[config.mk]
export PLATFORM = sky130hd
export DESIGN_NAME = adc_rd_ctrl
export DESIGN_NICKNAME = d
export VERILOG_FILES = /design/src/rtl/adc_rd_pkg.sv /design/src/rtl/adc_rd_sclk_gen.sv /design/src/rtl/adc_rd_timer.sv /design/src/rtl/adc_rd_capture.sv /design/src/rtl/adc_rd_ctrl.sv
export SDC_FILE = /design/constraint.sdc
export NUM_CORES = 1
export LEC_CHECK = 0
export ABC_CLOCK_PERIOD_IN_PS = 3700
export BUFFER_PORTS_ARGS = -buffer_cell sky130_fd_sc_hd__buf_2
export CAP_MARGIN = 20
export CORE_MARGIN = 2
export CORE_UTILIZATION = 54
export CTS_CLUSTER_DIAMETER = 50
export DETAILED_ROUTE_END_ITERATION = 7
export GPL_TIMING_DRIVEN = 0
export PLACE_DENSITY_LB_ADDON = 0.3
export SLEW_MARGIN = 20
export SYNTH_ARGS = -nofsm -noshare
export SYNTH_HDL_FRONTEND = slang
export SYNTH_SLANG_ARGS = --single-unit
[constraint.sdc]
create_clock -name clk -period 3.7 [get_ports clk]
set_input_delay 0.74 -clock clk [delete_from_list [all_inputs] [get_ports clk]]
set_output_delay 0.74 -clock clk [all_outputs]
set_load 0.02 [all_outputs]
[src/rtl/adc_rd_pkg.sv]
package adc_rd_pkg;

  localparam int RES_W     = 10;
  localparam int SHORT_LEN = 11;
  localparam int BYTE_LEN  = 16;
  localparam int CAP_W     = BYTE_LEN;
  localparam int BCNT_W    = $clog2(BYTE_LEN + 1);

  typedef enum logic [2:0] {
    ST_HOLD,
    ST_IDLE,
    ST_CONV,
    ST_SHIFT,
    ST_TAIL
  } rd_state_e;

  function automatic int max_of(int a, int b);
    return (a > b) ? a : b;
  endfunction

  // number of rising edges issued for one read
  function automatic logic [BCNT_W-1:0] frame_len(logic byte_mode);
    return byte_mode ? BCNT_W'(BYTE_LEN) : BCNT_W'(SHORT_LEN);
  endfunction

  // samples enter at bit 0; the oldest (framing) sample sits highest
  function automatic logic [RES_W-1:0] extract_result(logic [CAP_W-1:0] cap,
                                                      logic byte_mode);
    return byte_mode ? cap[CAP_W-2 -: RES_W] : cap[RES_W-1:0];
  endfunction

endpackage

[src/rtl/adc_rd_sclk_gen.sv]
module adc_rd_sclk_gen #(
  parameter int DIV_HALF = 4
) (
  input  logic clk,
  input  logic rst_n,
  input  logic run_i,
  output logic sclk_o,
  output logic rise_o,
  output logic fall_o
);
  localparam int PH_W = $clog2(DIV_HALF + 1);

  logic [PH_W-1:0] ph_q;
  logic            lvl_q;
  logic            ph_end;

  assign ph_end = run_i && (ph_q == PH_W'(DIV_HALF - 1));
  assign rise_o = ph_end && !lvl_q;
  assign fall_o = ph_end && lvl_q;
  assign sclk_o = lvl_q;

  always_ff @(posedge clk or negedge rst_n) begin
    if (!rst_n) begin
      ph_q  <= '0;
      lvl_q <= 1'b0;
    end else if (!run_i) begin
      ph_q  <= '0;
      lvl_q <= 1'b0;
    end else if (ph_end) begin
      ph_q  <= '0;
      lvl_q <= !lvl_q;
    end else begin
      ph_q <= ph_q + 1'b1;
    end
  end

  // stopping the generator leaves the clock low
  a_r4_stop_low: assert property (@(posedge clk) disable iff (!rst_n)
    !run_i |=> !lvl_q);

endmodule

[src/rtl/adc_rd_timer.sv]
module adc_rd_timer #(
  parameter int W       = 8,
  parameter int RST_VAL = 0
) (
  input  logic         clk,
  input  logic         rst_n,
  input  logic         load_i,
  input  logic [W-1:0] load_val_i,
  output logic         expired_o
);
  logic [W-1:0] cnt_q;

  assign expired_o = (cnt_q == '0);

  always_ff @(posedge clk or negedge rst_n) begin
    if (!rst_n)           cnt_q <= W'(RST_VAL);
    else if (load_i)      cnt_q <= load_val_i;
    else if (!expired_o)  cnt_q <= cnt_q - 1'b1;
  end

  // an expired timer stays expired until reloaded
  a_r8_no_wrap: assert property (@(posedge clk) disable iff (!rst_n)
    (expired_o && !load_i) |=> expired_o);

endmodule

[src/rtl/adc_rd_capture.sv]
module adc_rd_capture
  import adc_rd_pkg::*;
(
  input  logic             clk,
  input  logic             rst_n,
  input  logic             sdat_i,
  input  logic             clear_i,
  input  logic             take_i,
  output logic             data_rise_o,
  output logic [CAP_W-1:0] cap_o
);
  logic s1_q, s2_q, s3_q;
  logic [CAP_W-1:0] cap_q;

  always_ff @(posedge clk or negedge rst_n) begin
    if (!rst_n) begin
      s1_q <= 1'b1;
      s2_q <= 1'b1;
      s3_q <= 1'b1;
    end else begin
      s1_q <= sdat_i;
      s2_q <= s1_q;
      s3_q <= s2_q;
    end
  end

  assign data_rise_o = s2_q && !s3_q;

  always_ff @(posedge clk or negedge rst_n) begin
    if (!rst_n)       cap_q <= '0;
    else if (clear_i) cap_q <= '0;
    else if (take_i)  cap_q <= {cap_q[CAP_W-2:0], s2_q};
  end

  assign cap_o = cap_q;

  // a frame never clears and samples in the same cycle
  a_r5_take_not_clear: assert property (@(posedge clk) disable iff (!rst_n)
    take_i |-> !clear_i);

endmodule

[src/rtl/adc_rd_ctrl.sv]
module adc_rd_ctrl
  import adc_rd_pkg::*;
#(
  parameter int DIV_HALF  = 4,
  parameter int CONV_TMO  = 60,
  parameter int CSHI_CYC  = 6,
  parameter int ABORT_CYC = 20,
  parameter int PWRUP_CYC = 40,
  parameter int WAKE_CYC  = 30
) (
  input  logic             clk,
  input  logic             rst_n,
  input  logic             start_i,
  input  logic             byte_mode_i,
  input  logic             wake_i,
  output logic             busy_o,
  output logic             done_o,
  output logic [RES_W-1:0] result_o,
  output logic             timeout_o,
  output logic             cs_n_o,
  output logic             sclk_o,
  input  logic             sdat_i
);
  localparam int TMR_MAX = max_of(max_of(max_of(CONV_TMO, CSHI_CYC), max_of(ABORT_CYC, PWRUP_CYC)),
                                  max_of(WAKE_CYC, DIV_HALF));
  localparam int TMR_W   = $clog2(TMR_MAX + 1);
  localparam int CHK_W   = TMR_W + 2;

  rd_state_e        state_q;
  logic             cs_n_q, done_q, tmo_q, bm_q;
  logic [RES_W-1:0] res_q;
  logic [BCNT_W-1:0] bit_cnt_q;

  // named internal events
  logic sclk_rise, sclk_fall, data_rise, tmr_exp;
  logic start_acc, wake_acc, eoc_seen, conv_tmo, frame_end, tail_done, hold_done;
  logic run_sclk, cap_take;
  logic tmr_load;
  logic [TMR_W-1:0] tmr_val;
  logic [CAP_W-1:0] cap;

  assign start_acc = (state_q == ST_IDLE) && start_i;
  assign wake_acc  = (state_q == ST_IDLE) && !start_i && wake_i;
  assign eoc_seen  = (state_q == ST_CONV) && data_rise;
  assign conv_tmo  = (state_q == ST_CONV) && !data_rise && tmr_exp;
  assign frame_end = (state_q == ST_SHIFT) && sclk_fall && (bit_cnt_q == frame_len(bm_q));
  assign tail_done = (state_q == ST_TAIL) && tmr_exp;
  assign hold_done = (state_q == ST_HOLD) && tmr_exp;
  assign run_sclk  = (state_q == ST_SHIFT);
  assign cap_take  = (state_q == ST_SHIFT) && sclk_rise;

  always_comb begin
    tmr_load = 1'b1;
    tmr_val  = '0;
    if (start_acc)      tmr_val = TMR_W'(CONV_TMO);
    else if (wake_acc)  tmr_val = TMR_W'(WAKE_CYC);
    else if (conv_tmo)  tmr_val = TMR_W'(ABORT_CYC);
    else if (frame_end) tmr_val = TMR_W'(DIV_HALF);
    else if (tail_done) tmr_val = TMR_W'(CSHI_CYC);
    else                tmr_load = 1'b0;
  end

  adc_rd_sclk_gen #(.DIV_HALF(DIV_HALF)) u_sclk (
    .clk(clk), .rst_n(rst_n), .run_i(run_sclk),
    .sclk_o(sclk_o), .rise_o(sclk_rise), .fall_o(sclk_fall)
  );

  adc_rd_timer #(.W(TMR_W), .RST_VAL(PWRUP_CYC)) u_tmr (
    .clk(clk), .rst_n(rst_n), .load_i(tmr_load), .load_val_i(tmr_val),
    .expired_o(tmr_exp)
  );

  adc_rd_capture u_cap (
    .clk(clk), .rst_n(rst_n), .sdat_i(sdat_i), .clear_i(start_acc),
    .take_i(cap_take), .data_rise_o(data_rise), .cap_o(cap)
  );

  always_ff @(posedge clk or negedge rst_n) begin
    if (!rst_n) begin
      state_q   <= ST_HOLD;
      cs_n_q    <= 1'b1;
      done_q    <= 1'b0;
      tmo_q     <= 1'b0;
      bm_q      <= 1'b0;
      res_q     <= '0;
      bit_cnt_q <= '0;
    end else begin
      done_q <= 1'b0;
      unique case (state_q)
        ST_HOLD: if (hold_done) state_q <= ST_IDLE;
        ST_IDLE: begin
          if (start_acc) begin
            state_q   <= ST_CONV;
            cs_n_q    <= 1'b0;
            bm_q      <= byte_mode_i;
            tmo_q     <= 1'b0;
            bit_cnt_q <= '0;
          end else if (wake_acc) begin
            state_q <= ST_HOLD;
          end
        end
        ST_CONV: begin
          if (eoc_seen) begin
            state_q <= ST_SHIFT;
          end else if (conv_tmo) begin
            state_q <= ST_HOLD;
            cs_n_q  <= 1'b1;
            done_q  <= 1'b1;
            tmo_q   <= 1'b1;
            res_q   <= '0;
          end
        end
        ST_SHIFT: begin
          if (cap_take)  bit_cnt_q <= bit_cnt_q + 1'b1;
          if (frame_end) state_q   <= ST_TAIL;
        end
        ST_TAIL: begin
          if (tail_done) begin
            state_q <= ST_HOLD;
            cs_n_q  <= 1'b1;
            done_q  <= 1'b1;
            res_q   <= extract_result(cap, bm_q);
          end
        end
        default: state_q <= ST_HOLD;
      endcase
    end
  end

  assign busy_o    = (state_q != ST_IDLE);
  assign done_o    = done_q;
  assign result_o  = res_q;
  assign timeout_o = tmo_q;
  assign cs_n_o    = cs_n_q;

  // ---------------- checker counters ----------------
  logic [CHK_W-1:0] lvl_cnt, cs_hi_cnt;
  logic             sclk_d;

  always_ff @(posedge clk or negedge rst_n) begin
    if (!rst_n) begin
      lvl_cnt   <= '0;
      cs_hi_cnt <= '0;
      sclk_d    <= 1'b0;
    end else begin
      sclk_d <= sclk_o;
      if (sclk_o != sclk_d)  lvl_cnt <= CHK_W'(1);
      else if (lvl_cnt != '1) lvl_cnt <= lvl_cnt + 1'b1;
      if (!cs_n_o)             cs_hi_cnt <= '0;
      else if (cs_hi_cnt != '1) cs_hi_cnt <= cs_hi_cnt + 1'b1;
    end
  end

  a_r4_clk_needs_cs: assert property (@(posedge clk) disable iff (!rst_n)
    cs_n_o |-> !sclk_o);

  a_r2_quiet_in_conv: assert property (@(posedge clk) disable iff (!rst_n)
    (state_q == ST_CONV) |-> !sclk_o);

  a_r4_high_phase: assert property (@(posedge clk) disable iff (!rst_n)
    $fell(sclk_o) |-> (lvl_cnt == CHK_W'(DIV_HALF)));

  a_r4_low_phase: assert property (@(posedge clk) disable iff (!rst_n)
    $rose(sclk_o) |-> (lvl_cnt >= CHK_W'(DIV_HALF)));

  a_r7_done_pulse: assert property (@(posedge clk) disable iff (!rst_n)
    done_o |=> !done_o);

  a_r7_done_with_cs: assert property (@(posedge clk) disable iff (!rst_n)
    done_o |-> $rose(cs_n_o));

  a_r8_cs_high_min: assert property (@(posedge clk) disable iff (!rst_n)
    $fell(cs_n_o) |-> (cs_hi_cnt > CHK_W'(CSHI_CYC)));

  a_r9_timeout_flag: assert property (@(posedge clk) disable iff (!rst_n)
    $rose(timeout_o) |-> (done_o && (result_o == '0)));

  a_r1_hold_keeps_cs: assert property (@(posedge clk) disable iff (!rst_n)
    (state_q == ST_HOLD) |-> cs_n_o);

endmodule

==> Flow_metrics.wiki <==
{| class="wikitable"
! Metric !! Value
|-
| Type of destination of the critical path || output pin
|-
| Pin count of the biggest net entering global routing || 51
|-
| Worst skew pair latency || around 0.31 ns
|-
| Part of the total power dissipated in the clock network || 0.383
|-
| P_leak || 1.34 nW
|-
| Overall power || roughly 0.94 mW
|-
| Total nets after synthesis || between 200 and 250
|-
| Iteration-0 DRC count of the detailed router || 84
|-
| Finish-stage setup viols || 0
|-
| Initial Util || 0.555
|-
| Final period demand of the worst path || 2.31 ns
|-
| Met2 Usage GRT || 0.303
|-
| Die outline area || 4990 sq um
|-
| Sequential share of power || 0.594
|-
| Worst setup SP type || flip-flop
|-
| Post-DR vias/cell || about 5.6
|-
| Synth Area in Simple Gates || 0.202
|-
| Number of sinks on the clock net || 50
|-
| Total track usage || 0.206
|-
| Post-synth design cell area || about 2400 sq um
|-
| Width of the die || approximately 71 um
|-
| Clock-pin slew reported for the worst setup and hold paths after clock tree synthesis || ~0.09 ns
|-
| Clock tree from TritonCTS || yes
|-
| Complex-gate fraction of the synthesized area || 0.133
|-
| Area grow syn2layout || 11.4%
|-
| Number of flops mapped to enable cells by yosys || 0
|-
| Final number of max-transition violations || 0
|-
| Postcts setup bufs || 0
|-
| Cell area power density || ~350 nW/um^2
|-
| Total CTS buffers || 5
|-
| Most Used Layer, Global Route || met2
|-
| Total half-perimeter wirelength after legalization and detailed placement || between 3000 and 4000 um
|-
| Met3 demand-to-capacity share in global routing || 0.0470
|-
| Internal cell power || around 0.73 mW
|-
| Antenna violations before repair || 0
|-
| Sw power || a little over 0.2 mW
|-
| Max-Slew Margin vs Limit || 0.586
|-
| Gate count of the mapped netlist || ~240
|-
| I/O pin count || 21
|-
| Number of buffers on the longest clock path || 2
|-
| N_diodes || 0
|-
| Number of buffers added to fix hold violations after cts || 0
|-
| Final global-route overflow total || 0
|-
| Dominant cells by area after synthesis || sky130_fd_sc_hd__dfrtp_1 46%, sky130_fd_sc_hd__nand2_1 6.9%, sky130_fd_sc_hd__dfstp_2 6.6%, sky130_fd_sc_hd__mux2i_1 5.4%, sky130_fd_sc_hd__o21ai_0 4.2%
|-
| Post-route setup TNS || 0 ns
|-
| Layout cell share with drive strength beyond 1 || 0.189
|-
| CP Data Required Time || roughly 3 ns
|-
| Core Region || roughly 4300 sq um
|-
| Wire length of the first global-routing pass || roughly 8100 um
|-
| Type of the worst min-delay path || flip-flop to flip-flop
|-
| Via count of the first global-routing pass || about 1700
|-
| Path type of the worst setup path || flip-flop to output pin
|-
| Vertical die dimension || slightly above 70 um
|-
| Number of distinct standard cells referenced by the synthesized netlist || 48
|-
| Fraction of synthesized area in multiplexers || 0.0589
|-
| Worst supply voltage drop on vdd || between 0.15 and 0.2 mV
|-
| Transition at the pin with the smallest max-transition slack || approximately 0.62 ns
|-
| Met1 usage in global routing || 0.300
|-
| FP Rows || 24
|-
| Dominant synthesized flop cell || sky130_fd_sc_hd__dfrtp_1
|-
| Adder and majority gate portion of the synthesized area || 0.0209
|-
| First drt pass iteration count || 4
|-
| Layout Nets || roughly 270
|-
| Drt drc || 0
|-
| Xor-xnor portion of the synthesized cell area || 0.0255
|-
| Worst Clk Skew || approximately 0.0048 ns
|-
| Yosys synthesis warning count || 0
|-
| Quantity of gates resized following cts || 0
|-
| Root Driver || sky130_fd_sc_hd__clkbuf_8
|-
| Top fanout value on the critical path || 10
|-
| Average routed wire per standard cell || around 14 um
|-
| Flops & latches, synth || 50
|-
| Combinational family with the most area after synthesis || simple AND/OR/NAND/NOR gates
|-
| Switching share of power || 0.221
|-
| Result of the run || complete, no violations
|-
| Area share of the largest cell type after synthesis || 0.459
|-
| Post-synthesis async set-or-reset flop share || 1.00
|-
| Weighted congestion reported at the end of routability-driven placement || about 0.8
|-
| Combinational group share of total power || 0.023
|-
| Share of the clock period used by the worst path || 0.623
|-
| Share of synthesized area occupied by flip-flops and latches || 0.525
|-
| Total detailed-routing wirelength || 4530 um
|-
| Final hold violation count || 0
|-
| Highest clock frequency the design can meet || ~430 MHz
|-
| Unrepaired setup endpoints after global routing || no
|-
| Max Cap Violations || 0
|-
| Data arrival time at the worst-slack endpoint || 1.57 ns
|-
| Routed vias || about 1800
|-
| Number of input and output port buffers inserted || 20
|-
| CTS H-tree depth || 2
|-
| Most area-hungry cell type in the Yosys netlist || sky130_fd_sc_hd__dfrtp_1
|-
| Count of antenna-violating nets left after detailed routing || 0
|-
| Per-instance average area after synthesis || 10.2 sq um
|}
[critical path, cell delays in order, from the launching register on]
cell	delay [ns]
sky130_fd_sc_hd__dfrtp_1	0.36
sky130_fd_sc_hd__buf_2	0.17
sky130_fd_sc_hd__nor3b_2	0.45
sky130_fd_sc_hd__inv_1	0.10
sky130_fd_sc_hd__buf_2	0.18
[sequential cells by signal, summed over array words and instances, names as in the netlist, 3 cells and up]
register     count
u_cap.cap_o     15
result_o        10
u_tmr.cnt_q      6
bit_cnt_q        5
state_q          3
u_sclk.ph_q      3
[worst paths after layout]
check	from	to	slack (ns)	cells after the start
worst min register to register	u_cap.s1_q$_DFF_PN1_	u_cap.s2_q$_DFF_PN1_	0.36	0
max in group asynchronous	rst_n	result_o[6]$_DFFE_PN0P_	2.85	1
worst max-delay path	state_q[1]$_DFFE_PN0P_	busy_o	1.39	4
worst max register to register	u_tmr.cnt_q[0]$_DFFE_PN0P_	result_o[1]$_DFFE_PN0P_	1.66	8
worst min-delay path	u_cap.s1_q$_DFF_PN1_	u_cap.s2_q$_DFF_PN1_	0.36	0
min in group asynchronous	rst_n	u_sclk.ph_q[2]$_DFF_PN0_	0.44	1
[logic make-up (layout without fill, tap and decap cells)]
group | count (synthesis) | count (layout)
and+or+nand+nor | 92 | 92
AOI/OAI and AO/OA | 51 | 51
xor gates and xnor gates | 7 | 7
buffers and inverters | 18 | 46
muxes | 14 | 14
DFF | 50 | 50
adders and majority gates | 4 | 4
[cells in the mapped netlist (all sizes together), types with 2 or more instances]
| cell type | number |
|---|---|
| nand2b | 3 |
| o21ai | 23 |
| clkbuf | 4 |
| xor2 | 2 |
| mux2i | 13 |
| inv | 6 |
| buf | 8 |
| nor3 | 14 |
| a21oi | 6 |
| nor2b | 3 |
| nand3 | 3 |
| nor4b | 2 |
| nor3b | 3 |
| and2 | 3 |
| dfstp | 6 |
| nor2 | 7 |
| a21o | 11 |
| nand2 | 44 |
| dfrtp | 44 |
| o211ai | 2 |
| xnor2 | 5 |
| ha | 4 |
[layout make-up]
type                    instances  area [sq um]
well taps                      52          65.1
clock inverters                 1          8.76
fillers                       380          1650
inverters                       6          22.5
repair buffers                 20           103
multi-input cells             168          1060
plain buffers                  12          61.3
clock buffers                   7          96.3
flip-flops and latches         50          1260
[placed cells by master, fill, tap and decap left out, types with 5 or more instances in the layout]
cell type and count:
sky130_fd_sc_hd__clkbuf_8 7, sky130_fd_sc_hd__a21oi_1 6, sky130_fd_sc_hd__nand2_1 44, sky130_fd_sc_hd__dfstp_2 6
sky130_fd_sc_hd__nor3_1 12, sky130_fd_sc_hd__inv_1 6, sky130_fd_sc_hd__nor2_1 7, sky130_fd_sc_hd__a21o_1 11
sky130_fd_sc_hd__buf_2 26, sky130_fd_sc_hd__mux2i_1 13, sky130_fd_sc_hd__xnor2_1 5, sky130_fd_sc_hd__o21ai_0 20
sky130_fd_sc_hd__dfrtp_1 44
[layer usage]
metal / routed length, um / part of all wire
met3: 200 / 0.044
met2: 2050 / 0.45
met5: 0 / 0
met4: 83 / 0.018
met1: 2190 / 0.48
[power groups by stage]
| stage | sequential [mW] | clock, mW | combinational [mW] |
|---|---|---|---|
| final | 0.556 | 0.359 | 0.0219 |
| after global routing | 0.557 | 0.384 | 0.0263 |
| after CTS | 0.556 | 0.366 | 0.0226 |
| after detailed placement | 0.567 | 0 | 0.0224 |
| after global placement | 0.567 | 0 | 0.0221 |
| after floorplan | 0.566 | 0 | 0.00637 |
[stage by stage]
step	hold WS, ns	cells	setup slack (ns)	area [sq um]	utilization
after floorplan	0.345	236	1.93	2400	-
final	0.361	316	1.39	2670	0.618
after global routing	0.364	316	1.28	2670	0.618
after global placement	0.347	308	1.74	2560	0.593
after detailed placement	0.349	308	1.67	2560	0.593
after CTS	0.363	316	1.39	2670	0.617
Note: power is estimated with default switching activity, not from simulation.
